==> src/rtl/lane_steer_pkg.sv <==
package lane_steer_pkg;
    typedef enum logic [1:0] {
        SZ_BYTE = 2'b00,
        SZ_HALF = 2'b01,
        SZ_WORD = 2'b10,
        SZ_RSVD = 2'b11
    } acc_size_e;
endpackage

==> src/rtl/lane_align_chk.sv <==
module lane_align_chk
    import lane_steer_pkg::*;
#(
    parameter int LANES = 4,
    localparam int OFS_W = $clog2(LANES)
) (
    input  logic [1:0]       size,
    input  logic [OFS_W-1:0] ofs,
    output logic             bad
);
    always_comb begin
        unique case (acc_size_e'(size))
            SZ_BYTE: bad = 1'b0;
            SZ_HALF: bad = (ofs[OFS_W-2:0] != '0);
            SZ_WORD: bad = (ofs != '0);
            default: bad = 1'b1;
        endcase
    end
endmodule

==> src/rtl/lane_store_fmt.sv <==
module lane_store_fmt
    import lane_steer_pkg::*;
#(
    parameter int LANE_W = 8,
    parameter int LANES  = 4,
    localparam int DATA_W = LANE_W * LANES,
    localparam int OFS_W  = $clog2(LANES),
    localparam int HALF_L = LANES / 2
) (
    input  logic [1:0]        size,
    input  logic [OFS_W-1:0]  ofs,
    input  logic [DATA_W-1:0] sdata,
    output logic [LANES-1:0]  we,
    output logic [DATA_W-1:0] wdata
);
    for (genvar i = 0; i < LANES; i++) begin : g_lane
        always_comb begin
            unique case (acc_size_e'(size))
                SZ_BYTE: begin
                    we[i] = (ofs == OFS_W'(i));
                    wdata[i*LANE_W +: LANE_W] = sdata[LANE_W-1:0];
                end
                SZ_HALF: begin
                    we[i] = (ofs[OFS_W-1] == 1'((i / HALF_L)));
                    wdata[i*LANE_W +: LANE_W] = sdata[(i % HALF_L)*LANE_W +: LANE_W];
                end
                SZ_WORD: begin
                    we[i] = 1'b1;
                    wdata[i*LANE_W +: LANE_W] = sdata[i*LANE_W +: LANE_W];
                end
                default: begin
                    we[i] = 1'b0;
                    wdata[i*LANE_W +: LANE_W] = '0;
                end
            endcase
        end
    end
endmodule

==> src/rtl/lane_load_ext.sv <==
module lane_load_ext
    import lane_steer_pkg::*;
#(
    parameter int LANE_W = 8,
    parameter int LANES  = 4,
    localparam int DATA_W = LANE_W * LANES,
    localparam int OFS_W  = $clog2(LANES),
    localparam int HALF_W = DATA_W / 2
) (
    input  logic [1:0]        size,
    input  logic [OFS_W-1:0]  ofs,
    input  logic [DATA_W-1:0] rdata,
    output logic [DATA_W-1:0] ldata
);
    logic [LANE_W-1:0] byte_sel;
    logic [HALF_W-1:0] half_sel;

    always_comb begin
        byte_sel = rdata[int'(ofs)*LANE_W +: LANE_W];
        half_sel = ofs[OFS_W-1] ? rdata[DATA_W-1:HALF_W] : rdata[HALF_W-1:0];
        unique case (acc_size_e'(size))
            SZ_BYTE: ldata = {{(DATA_W-LANE_W){1'b0}}, byte_sel};
            SZ_HALF: ldata = {{(DATA_W-HALF_W){1'b0}}, half_sel};
            SZ_WORD: ldata = rdata;
            default: ldata = '0;
        endcase
    end
endmodule

==> src/rtl/lane_steer.sv <==
module lane_steer
    import lane_steer_pkg::*;
#(
    parameter int LANE_W = 8,
    parameter int LANES  = 4,
    localparam int DATA_W = LANE_W * LANES,
    localparam int OFS_W  = $clog2(LANES)
) (
    input  logic              clk,
    input  logic              rst_n,
    input  logic [1:0]        acc_size,
    input  logic              is_store,
    input  logic [OFS_W-1:0]  addr_lo,
    input  logic [DATA_W-1:0] st_data,
    input  logic [DATA_W-1:0] rd_data,
    output logic [LANES-1:0]  lane_we,
    output logic [DATA_W-1:0] wr_data,
    output logic [DATA_W-1:0] ld_data,
    output logic              misalign
);
    typedef struct packed {
        logic [LANES-1:0]  we;
        logic [DATA_W-1:0] wdata;
        logic [DATA_W-1:0] ldata;
        logic              err;
        logic [1:0]        size;
        logic              store;
        logic              hi;
    } state_t;

    state_t st_d, st_q;

    logic              bad;
    logic [LANES-1:0]  fmt_we;
    logic [DATA_W-1:0] fmt_wdata;
    logic [DATA_W-1:0] ext_data;

    lane_align_chk #(.LANES(LANES)) u_chk (
        .size(acc_size), .ofs(addr_lo), .bad(bad)
    );

    lane_store_fmt #(.LANE_W(LANE_W), .LANES(LANES)) u_st (
        .size(acc_size), .ofs(addr_lo), .sdata(st_data),
        .we(fmt_we), .wdata(fmt_wdata)
    );

    lane_load_ext #(.LANE_W(LANE_W), .LANES(LANES)) u_ld (
        .size(acc_size), .ofs(addr_lo), .rdata(rd_data), .ldata(ext_data)
    );

    always_comb begin
        st_d       = '0;
        st_d.err   = bad;
        st_d.size  = acc_size;
        st_d.store = is_store;
        st_d.hi    = addr_lo[OFS_W-1];
        if (!bad) begin
            if (is_store) begin
                st_d.we    = fmt_we;
                st_d.wdata = fmt_wdata;
            end else begin
                st_d.ldata = ext_data;
            end
        end
    end

    always_ff @(posedge clk) begin
        if (!rst_n) st_q <= '0;
        else        st_q <= st_d;
    end

    assign lane_we  = st_q.we;
    assign wr_data  = st_q.wdata;
    assign ld_data  = st_q.ldata;
    assign misalign = st_q.err;

    AST_ERR_NO_WE: assert property (@(posedge clk) disable iff (!rst_n)
        st_q.err |-> (st_q.we == '0 && st_q.ldata == '0));
    AST_LOAD_NO_WE: assert property (@(posedge clk) disable iff (!rst_n)
        !st_q.store |-> (st_q.we == '0 && st_q.wdata == '0));
    AST_BYTE_ONE_LANE: assert property (@(posedge clk) disable iff (!rst_n)
        (st_q.store && st_q.size == SZ_BYTE) |-> $countones(st_q.we) == 1);
    AST_HALF_MASK: assert property (@(posedge clk) disable iff (!rst_n)
        (st_q.store && st_q.size == SZ_HALF && !st_q.err) |->
        ($countones(st_q.we) == LANES/2 && st_q.we[LANES-1] == st_q.hi));
    AST_BYTE_ZEXT: assert property (@(posedge clk) disable iff (!rst_n)
        (!st_q.store && st_q.size == SZ_BYTE) |-> st_q.ldata[DATA_W-1:LANE_W] == '0);
    AST_RSVD_ERR: assert property (@(posedge clk) disable iff (!rst_n)
        (st_q.size == SZ_RSVD) |-> st_q.err);
endmodule

==> config.mk <==
export PLATFORM = sky130hd
export DESIGN_NAME = lane_steer
export DESIGN_NICKNAME = d
export VERILOG_FILES = /design/src/rtl/lane_steer_pkg.sv /design/src/rtl/lane_align_chk.sv /design/src/rtl/lane_store_fmt.sv /design/src/rtl/lane_load_ext.sv /design/src/rtl/lane_steer.sv
export SDC_FILE = /design/constraint.sdc
export NUM_CORES = 1
export LEC_CHECK = 0
export ABC_CLOCK_PERIOD_IN_PS = 1100
export BUFFER_PORTS_ARGS = -buffer_cell sky130_fd_sc_hd__buf_2
export CAP_MARGIN = 20
export CORE_MARGIN = 2
export CORE_UTILIZATION = 44
export DETAILED_ROUTE_END_ITERATION = 7
export MAX_ROUTING_LAYER = met4
export PLACE_DENSITY = 0.79
export SETUP_SLACK_MARGIN = 0.02
export SLEW_MARGIN = 25
export SYNTH_ARGS = -nofsm -noshare
export SYNTH_HDL_FRONTEND = slang
export SYNTH_HIERARCHICAL = 1
export SYNTH_SLANG_ARGS = --single-unit
==> constraint.sdc <==
create_clock -name clk -period 1.1 [get_ports clk]
set_input_delay 0.11 -clock clk [delete_from_list [all_inputs] [get_ports clk]]
set_output_delay 0.11 -clock clk [all_outputs]
set_load 0.05 [all_outputs]
==> results of run 1 <==
power groups by stage:
stage / Combinational, mW / Clock [mW] / Sequential [mW]
after floorplan: 0.581 / 0 / 2.80
after global placement: 1.13 / 0 / 2.62
after detailed placement: 1.16 / 0 / 2.62
after CTS: 1.16 / 1.80 / 2.56
after global routing: 1.28 / 1.92 / 2.56
final: 1.19 / 1.75 / 2.56
how the worst max path moves through the flow:
stage | endpoint | slack (ps) | cells after the start | from
2_1_floorplan | wr_data[29]$_SDFF_PP0_ | 10 | 6 | acc_size[0]
3_3_place_gp | lane_we[0]$_SDFF_PP0_ | -330 | 6 | acc_size[1]
3_5_place_dp | lane_we[0]$_SDFF_PP0_ | -340 | 6 | acc_size[1]
4_1_cts | ld_data[29] | 20 | 1 | ld_data[29]$_SDFF_PP0_
5_1_grt | wr_data[30] | 20 | 1 | wr_data[30]$_SDFF_PP0_
6_report | ld_data[15] | 60 | 1 | ld_data[15]$_SDFF_PP0_
metal layers:
layer	vias to the layer above	GRT usage, %	share of wire, %
met2	195	38.6	49
met3	15	5.72	8.7
met4	0	7.72	1.7
li1	1572	-	-
met5	-	-	0
met1	1560	26.7	41
logic make-up (layout without fill, tap and decap cells):
family / Yosys count / after routing
adder cells (fa/ha/maj): 5 / 5
AND/OR/NAND/NOR: 151 / 151
buffers and inverters: 42 / 192
AO/OA/AOI/OAI: 65 / 65
multiplexers: 14 / 14
flip-flops: 69 / 69
what timing repair did:
| action | in CTS | in global routing |
|---|---|---|
| hold buffers | 1 | 0 |
| gates resized for setup | 1 | 9 |
| endpoints found under the hold margin | 1 | 0 |
| endpoints found under the setup margin | 1 | 21 |
Yosys cell counts (2+ instances only):
library cell,n,area (um2)
sky130_fd_sc_hd__o21ai_1,2,10.0
sky130_fd_sc_hd__buf_2,16,80.1
sky130_fd_sc_hd__nor2_2,2,12.5
sky130_fd_sc_hd__clkbuf_1,3,11.3
sky130_fd_sc_hd__nand2_1,19,71.3
sky130_fd_sc_hd__or2b_1,2,15.0
sky130_fd_sc_hd__clkbuf_2,3,15.0
sky130_fd_sc_hd__nor2b_1,13,81.3
sky130_fd_sc_hd__and4b_1,36,360
sky130_fd_sc_hd__nor4bb_1,12,120
sky130_fd_sc_hd__a21boi_0,2,15.0
sky130_fd_sc_hd__and2_1,17,106
sky130_fd_sc_hd__a222oi_1,8,80.1
sky130_fd_sc_hd__buf_6,9,101
sky130_fd_sc_hd__a2bb2oi_1,3,26.3
sky130_fd_sc_hd__inv_1,3,11.3
sky130_fd_sc_hd__o211ai_1,2,15.0
sky130_fd_sc_hd__o22ai_1,3,18.8
sky130_fd_sc_hd__mux2i_1,12,120
sky130_fd_sc_hd__dfxtp_1,69,1380
sky130_fd_sc_hd__nor2_1,20,75.1
sky130_fd_sc_hd__a211oi_1,2,15.0
sky130_fd_sc_hd__a21oi_1,12,60.1
sky130_fd_sc_hd__o32ai_1,2,17.5
sky130_fd_sc_hd__a22oi_1,9,67.6
sky130_fd_sc_hd__and4bb_2,20,250
sky130_fd_sc_hd__o21ai_0,17,85.1
sky130_fd_sc_hd__nand2b_1,4,25.0
sky130_fd_sc_hd__buf_4,6,45.0
sky130_fd_sc_hd__ha_1,5,62.6
metrics by stage:
step / total power, mW / hold WS [ps] / worst slack, ps / instances
global placement: 3.75 / 351 / -327 / 581
global route: 5.76 / 129 / 21.7 / 598
detailed placement: 3.77 / 350 / -343 / 581
finish: 5.50 / 145 / 60.2 / 598
CTS: 5.52 / 127 / 21.9 / 598
floorplan: 3.38 / 317 / 12.7 / 346
flip-flops by register name, summed over array words and instances, names as in the netlist:
| signal | flops |
|---|---|
| lane_we | 4 |
| ld_data | 32 |
| misalign | 1 |
| wr_data | 32 |
cell type report:
cell class	count	area, um2	share of cell area, %
Clock buffer	11	131	2.87
Clock inverter	5	27.5	0.601
Inverter	3	16.3	0.355
Multi-Input combinational cell	235	1890	41.3
Sequential cell	69	1380	30.2
Tap cell	102	128	2.79
Timing Repair Buffer	173	1000	21.9
==> impl_metrics.env, run 1 <==
export IMPL_synth_top_family_by_area="simple AND/OR/NAND/NOR gates"
export IMPL_setup_violations=0
export IMPL_yosys_mux_area_fraction_pct=4.19
export IMPL_critical_path_n_buffers_inverters=1
export IMPL_chipWidth_um=93.1
export IMPL_cts_repair_timing_setup_buffer_count=0
export IMPL_synth_simple_gate_area_share_pct=33.6
export IMPL_final_area_mm2=0.00458
export IMPL_place_hpwl_um=7230
export IMPL_finish_net_count=567
export IMPL_critPathMaxStageDelay_ps=330
export IMPL_cts_htree_levels=3
export IMPL_n_antenna_cell=0
export IMPL_fmax_mhz=962
export IMPL_switching_power_mw=1.64
export IMPL_synth_xor_area_share_pct=0
export IMPL_tritoncts_num_sinks=69
export IMPL_unrepaired_setup_endpoints_after_global_routing="false"
export IMPL_cp_required_ps=990
export IMPL_final_hold_viol_count=0
export IMPL_drt_total_wl_um=9720
export IMPL_ys_seq_elements=69
export IMPL_height_of_the_chip_um=93.1
export IMPL_worst_setup_ep_type="primary output"
export IMPL_clockBufferDepth=2
export IMPL_drt_vias_per_instance=5.59
export IMPL_cp_max_fo=1
export IMPL_ir_drop_worst_case_vdd_mv=0.515
export IMPL_finalCriticalPeriod_ps=1040
export IMPL_post_route_cells_drive_above_1_share_pct=45.4
export IMPL_yosys_warnings=6
export IMPL_num_fill_cells=711
export IMPL_buffer_type_at_the_clock_tree_root="sky130_fd_sc_hd__clkbuf_8"
export IMPL_cpMaxStageDelayCell="sky130_fd_sc_hd__dfxtp_1"
export IMPL_placementRows=32
export IMPL_numCtsBuffers=9
export IMPL_grt_start_max_net_pins=45
export IMPL_grt_antenna_before_repair=0
export IMPL_io_pins=140
export IMPL_drc=0
export IMPL_final_core_utilization_pct=59.5
export IMPL_synth_lib_cells_used_distinct=43
export IMPL_cts_reportedPaths_clkPinSlew_ps=80
export IMPL_tritoncts="built"
export IMPL_p_leak_nw=2.26
export IMPL_netlist_instances=346
export IMPL_first_global_vias=3167
export IMPL_timing_max_slew_rel_slack_pct=78.9
export IMPL_worst_ep_arrival_time_ps=930
export IMPL_wl_per_cell_um=16.2
export IMPL_status="completed"
export IMPL_slew_viol_final=0
export IMPL_startpoint_kind_of_the_worst_setup_timing_path="register"
export IMPL_drt_iter0_markers=239
export IMPL_buffer_ports_inserted=139
export IMPL_power_report_internal_total_mw=3.86
export IMPL_swShare_pct=29.8
export IMPL_powerDensity_mw_per_mm2=1200
export IMPL_grt_total_usage_pct=22.9
export IMPL_synth_net_count=422
export IMPL_layout_cells_most_common="sky130_fd_sc_hd__buf_2"
export IMPL_synthFlopType="sky130_fd_sc_hd__dfxtp_1"
export IMPL_vias=3342
export IMPL_antenna_violating_nets_post_route=0
export IMPL_power_frac_comb_pct=21.6
export IMPL_sequentialPowerShare_pct=46.6
export IMPL_worstPathCellList="buf_2"
export IMPL_fp_dieArea_mm2=0.00866
export IMPL_setup_worst_path_class="reg2out"
export IMPL_overflow=0
export IMPL_area_fraction_in_compound_gates_after_synthesis_pct=12.6
export IMPL_drt_first_pass_iters=8
export IMPL_ys_seq_area_share_pct=39.6
export IMPL_worst_hold_path_num_cells=2
export IMPL_fin_setup_tns_ps=0
export IMPL_worst_hold_path_endpoint="ld_data[7]$_SDFF_PP0_"
export IMPL_min_from="rst_n"
export IMPL_cp_top_family="flip-flops"
export IMPL_syn_area_mm2=0.00349
export IMPL_placeableCoreArea_mm2=0.00769
export IMPL_detailed_place_area_mm2=0.00436
export IMPL_area_growth_pct=31.1
export IMPL_floorplan_initialDensity_pct=45.4
export IMPL_finalWeightedCongestion=0.972
export IMPL_grt_pass1_wl_um=15100
export IMPL_tightestPinTransition_ps=316
export IMPL_syn_mean_instance_area_um2=10.1
export IMPL_asyncSetResetFlopFracSynth_pct=0
export IMPL_yosys_area_share_adder_pct=1.79
export IMPL_maxCapViolCount=0
export IMPL_holdCritPathClass="in2reg"
export IMPL_min_period_over_period_pct=94.5
export IMPL_most_common_layout_cells="135 x sky130_fd_sc_hd__buf_2, 69 x sky130_fd_sc_hd__dfxtp_1, 36 x sky130_fd_sc_hd__and4b_1"
export IMPL_number_of_flops_mapped_to_enable_cells_by_yosys=0
export IMPL_clkPwrFrac_pct=31.9
(Power assumes the default switching activity.)
==> inputs of run 2 (changes only) <==
--- a/config.mk
+++ b/config.mk
@@ -6,13 +6,15 @@
 export NUM_CORES = 1
 export LEC_CHECK = 0
 export ABC_CLOCK_PERIOD_IN_PS = 1100
-export BUFFER_PORTS_ARGS = -buffer_cell sky130_fd_sc_hd__buf_2
+export BUFFER_PORTS_ARGS = -buffer_cell sky130_fd_sc_hd__clkbuf_2
 export CAP_MARGIN = 20
 export CORE_MARGIN = 2
 export CORE_UTILIZATION = 44
 export DETAILED_ROUTE_END_ITERATION = 7
 export MAX_ROUTING_LAYER = met4
 export PLACE_DENSITY = 0.79
+export RECOVER_POWER = 100
+export REMOVE_ABC_BUFFERS = 1
 export SETUP_SLACK_MARGIN = 0.02
 export SLEW_MARGIN = 25
 export SYNTH_ARGS = -nofsm -noshare
==> impl_metrics.env, run 2 (same netlist as run 1, synthesis figures left out) <==
export IMPL_place_hpwl_um=6870
export IMPL_timing_critical_path_depth=6
export IMPL_finish_net_count=565
export IMPL_cp_max_fo=15
export IMPL_hold_buffers=0
export IMPL_cp_top_family="buffers and inverters"
export IMPL_worst_hold_check_slack_ps=156
export IMPL_drt_first_pass_iters=8
export IMPL_io_pins=140
export IMPL_height_of_the_chip_um=93.1
export IMPL_unrepaired_setup_endpoints_after_global_routing="true"
export IMPL_grt_start_max_net_pins=42
export IMPL_setup_worst_path_class="in2reg"
export IMPL_overflow=0
export IMPL_fp_dieArea_mm2=0.00866
export IMPL_n_antenna_cell=0
export IMPL_p_leak_nw=2.25
export IMPL_fmax_mhz=939
export IMPL_slew_viol_final=0
export IMPL_chipWidth_um=93.1
export IMPL_critical_path_n_buffers_inverters=3
export IMPL_tritoncts_num_sinks=69
export IMPL_drt_total_wl_um=9640
export IMPL_status="completed"
export IMPL_worst_ep_arrival_time_ps=1290
export IMPL_most_common_layout_cells="132 x sky130_fd_sc_hd__clkbuf_2, 69 x sky130_fd_sc_hd__dfxtp_1, 36 x sky130_fd_sc_hd__and4b_1"
export IMPL_post_route_worst_setup_slack_ps=34.7
export IMPL_cts_reportedPaths_clkPinSlew_ps=70
export IMPL_worst_setup_ep_type="register"
export IMPL_placementRows=32
export IMPL_vias=3286
export IMPL_cpMaxStageDelayCell="sky130_fd_sc_hd__buf_2"
export IMPL_startpoint_kind_of_the_worst_setup_timing_path="input port"
export IMPL_dpl_cell_count=579
export IMPL_antenna_violating_nets_post_route=0
export IMPL_powerDensity_mw_per_mm2=1310
export IMPL_floorplan_initialDensity_pct=45.4
export IMPL_cts_htree_levels=3
export IMPL_layout_cells_most_common="sky130_fd_sc_hd__clkbuf_2"
export IMPL_first_global_vias=3165
export IMPL_drt_iter0_markers=188
export IMPL_post_route_cells_drive_above_1_share_pct=45.5
export IMPL_holdCritPathClass="in2reg"
export IMPL_num_fill_cells=690
export IMPL_drt_vias_per_instance=5.51
export IMPL_finalWeightedCongestion=0.846
export IMPL_critPathMaxStageDelay_ps=290
export IMPL_final_hold_viol_count=0
export IMPL_tritoncts="built"
export IMPL_finalCriticalPeriod_ps=1070
export IMPL_grt_pass1_wl_um=15200
export IMPL_numCtsBuffers=9
export IMPL_ir_drop_worst_case_vdd_mv=0.822
export IMPL_min_period_over_period_pct=96.8
export IMPL_worstPathCellList="clkbuf_4, buf_4, a21oi_1, nor2_4, buf_2, and4bb_2"
export IMPL_buffer_type_at_the_clock_tree_root="sky130_fd_sc_hd__clkbuf_8"
export IMPL_buffer_ports_inserted=139
export IMPL_wl_per_cell_um=16.2
export IMPL_post_layout_nonfiller_instances=596
export IMPL_placeableCoreArea_mm2=0.00769
export IMPL_timing_max_slew_rel_slack_pct=78.8
export IMPL_grt_total_usage_pct=22.7
export IMPL_cp_required_ps=1320
export IMPL_tightestPinTransition_ps=319
export IMPL_maxCapViolCount=0
export IMPL_setup_violations=0
export IMPL_critPathLaunch="acc_size[0]"
export IMPL_worstSetupEndpoint="ld_data[22]$_SDFF_PP0_"
export IMPL_clockBufferDepth=2
export IMPL_place_ws_ps=-347
export IMPL_drc=0
export IMPL_area_growth_pct=32.4
export IMPL_grt_antenna_before_repair=0
[run 2: area by class of cell]
type	count	area, um2	share of cell area (%)
multi-input combinational	235	1870	40.4
sequential	69	1380	29.9
timing repair buffer	171	1010	21.8
clock buffer	12	155	3.36
tap	102	128	2.76
clock inverter	4	70.1	1.52
inverter	3	11.3	0.244
[run 2: routing by layer]
metal	share of wire [%]	up-vias	global-route usage, %	wire length (um)
li1	-	1566	-	-
met1	41	1545	26.8	3980
met2	48	162	38.0	4670
met3	8.8	13	6.61	851
met4	1.4	0	6.50	134
met5	0	-	-	0
[run 2: worst min path at each step]
stage	start	end	slack (ps)	depth (start not counted)
finish	rd_data[31]	ld_data[31]$_SDFF_PP0_	160	3
global route	st_data[19]	wr_data[19]$_SDFF_PP0_	140	4
CTS	rd_data[31]	ld_data[31]$_SDFF_PP0_	140	3
detailed placement	st_data[19]	wr_data[19]$_SDFF_PP0_	500	4
global placement	rd_data[31]	ld_data[31]$_SDFF_PP0_	500	3
floorplan	is_store	ld_data[0]$_SDFF_PP0_	190	1
[run 2: repair_timing]
action,4_1_cts,5_1_grt
resized for setup,2,35
endpoints found under the setup margin,2,35
setup buffers,0,0
pin swaps,1,4
cloned,0,1
[run 2: stage by stage]
stage / power [mW] / area [um2] / util, % / setup TNS, ps
after floorplan: 3.23 / 3210 / - / -69220
after global placement: 3.75 / 4380 / 56.9 / -14270
after detailed placement: 3.78 / 4380 / 56.9 / -16040
after CTS: 6.09 / 4610 / 59.9 / 0
after global routing: 6.32 / 4620 / 60.1 / 0
final: 6.05 / 4620 / 60.1 / 0
[run 2: power breakdown]
group          internal [mW]  switching (mW)  total (mW)
combinational          0.499           0.675        1.17
sequential              2.55          0.0134        2.56
clock                   1.39           0.922        2.32
==> inputs of run 3 (changes only) <==
--- a/config.mk
+++ b/config.mk
@@ -14,7 +14,6 @@
 export MAX_ROUTING_LAYER = met4
 export PLACE_DENSITY = 0.79
 export RECOVER_POWER = 100
-export REMOVE_ABC_BUFFERS = 1
 export SETUP_SLACK_MARGIN = 0.02
 export SLEW_MARGIN = 25
 export SYNTH_ARGS = -nofsm -noshare
==> impl_metrics.env, run 3 (same netlist as run 1, synthesis figures left out) <==
export IMPL_finalWeightedCongestion=0.876
export IMPL_layout_cells_most_common="sky130_fd_sc_hd__clkbuf_2"
export IMPL_height_of_the_chip_um=93.1
export IMPL_vias=3314
export IMPL_chipWidth_um=93.1
export IMPL_ir_drop_worst_case_vdd_mv=0.605
export IMPL_finalCriticalPeriod_ps=1100
export IMPL_finalPower_mw=5.95
export IMPL_dr_max_layer_used="met4"
export IMPL_drt_vias_per_instance=5.52
export IMPL_timing_max_slew_rel_slack_pct=63.0
export IMPL_area_growth_pct=34.4
export IMPL_holdCritPathClass="in2reg"
export IMPL_place_ws_ps=-439
export IMPL_critPathLaunch="acc_size[0]"
export IMPL_drt_total_wl_um=9900
export IMPL_grt_start_max_net_pins=69
export IMPL_critical_path_top_cell_by_count="sky130_fd_sc_hd__buf_8"
export IMPL_finish_net_count=569
export IMPL_floorplan_initialDensity_pct=45.4
export IMPL_n_antenna_cell=0
export IMPL_min_period_over_period_pct=99.6
export IMPL_worst_ep_arrival_time_ps=1340
export IMPL_post_route_worst_setup_slack_ps=3.96
export IMPL_tritoncts="built"
export IMPL_placeableCoreArea_mm2=0.00769
export IMPL_multi_input_logic_area_mm2=0.00190
export IMPL_cts_htree_levels=3
export IMPL_unrepaired_setup_endpoints_after_global_routing="true"
export IMPL_setup_violations=0
export IMPL_worstSetupEndpoint="wr_data[27]$_SDFF_PP0_"
export IMPL_drt_iter0_markers=220
export IMPL_cp_max_fo=5
export IMPL_cpMaxStageDelayCell="sky130_fd_sc_hd__a222oi_1"
export IMPL_final_hold_viol_count=0
export IMPL_buffer_ports_inserted=139
export IMPL_grt_antenna_before_repair=0
export IMPL_cp_required_ps=1340
export IMPL_antenna_violating_nets_post_route=0
export IMPL_critPathMaxStageDelay_ps=330
export IMPL_io_pins=140
export IMPL_most_common_layout_cells="116 x sky130_fd_sc_hd__clkbuf_2, 69 x sky130_fd_sc_hd__dfxtp_1, 36 x sky130_fd_sc_hd__and4b_1"
export IMPL_drc=0
export IMPL_worst_setup_ep_type="register"
export IMPL_maxCapViolCount=0
export IMPL_grt_pass1_wl_um=15200
export IMPL_cts_reportedPaths_clkPinSlew_ps=70
export IMPL_fmax_mhz=912
export IMPL_p_leak_nw=2.27
export IMPL_met2WireLength_um=4900
export IMPL_place_hpwl_um=7010
export IMPL_first_global_vias=3081
export IMPL_critical_path_n_buffers_inverters=4
export IMPL_buffer_type_at_the_clock_tree_root="sky130_fd_sc_hd__clkbuf_8"
export IMPL_numCtsBuffers=9
export IMPL_wl_per_cell_um=16.5
export IMPL_routed_wl_met3_um=819
export IMPL_fp_dieArea_mm2=0.00866
export IMPL_slew_viol_final=0
export IMPL_startpoint_kind_of_the_worst_setup_timing_path="input port"
export IMPL_tightestPinTransition_ps=554
export IMPL_status="completed"
export IMPL_overflow=0
export IMPL_worstPathCellList="buf_8, buf_6, buf_8, ha_4, buf_4, a222oi_1, nor2_1, and4b_1"
export IMPL_post_route_cells_drive_above_1_share_pct=46.2
export IMPL_num_fill_cells=678
export IMPL_drt_first_pass_iters=6
export IMPL_grt_total_usage_pct=23.1
export IMPL_placementRows=32
export IMPL_powerDensity_mw_per_mm2=1270
export IMPL_met1_length_um=3980
export IMPL_clockBufferDepth=2
export IMPL_cp_top_family="buffers and inverters"
export IMPL_tritoncts_num_sinks=69
export IMPL_area_sequential_mm2=0.00138
export IMPL_timing_critical_path_depth=8
export IMPL_setup_worst_path_class="in2reg"
run 3: what timing repair did:
item / in CTS / in global routing
cloned: 2 / 0
resized for setup: 18 / 29
hold buffers: 0 / 0
pin swaps: 5 / 5
hold endpoints to repair: 0 / 0
setup endpoints to repair: 47 / 53
buffers inserted: 7 / 3
run 3: where the power goes:
| part | internal, mW | switching, mW | total [mW] |
|---|---|---|---|
| Combinational | 0.530 | 0.698 | 1.23 |
| Sequential | 2.55 | 0.0142 | 2.56 |
| Clock | 1.18 | 0.973 | 2.16 |
| Total | 4.26 | 1.68 | 5.95 |
run 3: metal layers:
metal / global-route usage, % / vias to the layer above
li1: - / 1576
met1: 26.6 / 1544
met2: 39.3 / 175
met3: 5.24 / 19
met4: 8.95 / 0
met5: - / -
run 3: layout make-up:
| type | instances | share of cell area [%] |
|---|---|---|
| clock inverter | 4 | 1.17 |
| inverter | 3 | 0.347 |
| tap | 102 | 2.72 |
| multi-input combinational | 236 | 40.4 |
| sequential | 69 | 29.4 |
| clock buffer | 12 | 3.31 |
| timing repair buffer | 174 | 22.6 |
run 3: stage by stage:
stage          area, um2  std cells  TNS (ps)  util [%]  hold WS (ps)
2_1_floorplan       3530        346         0         -           317
3_3_place_gp        4270        571    -38590      55.6           499
3_5_place_dp        4300        572    -23150      55.9           510
4_1_cts             4640        597     -2.14      60.3           136
5_1_grt             4690        600     -38.0      61.0           151
6_report            4690        600         0      61.0           151
run 3: tightest hold or removal path: cells and delay by family:
kind / cells / cell delay [ps]
compound gates: 1 / 50
simple gates: 2 / 210
buf+inv: 1 / 80
run 3: worst min-delay path by stage:
stage | from | to | slack [ps] | depth (start not counted)
after detailed placement | st_data[22] | wr_data[22]$_SDFF_PP0_ | 510 | 4
after global routing | rd_data[26] | ld_data[26]$_SDFF_PP0_ | 150 | 3
after floorplan | is_store | ld_data[1]$_SDFF_PP0_ | 320 | 2
after CTS | st_data[22] | wr_data[22]$_SDFF_PP0_ | 140 | 4
after global placement | rd_data[12] | ld_data[12]$_SDFF_PP0_ | 500 | 4
final | st_data[22] | wr_data[22]$_SDFF_PP0_ | 150 | 4
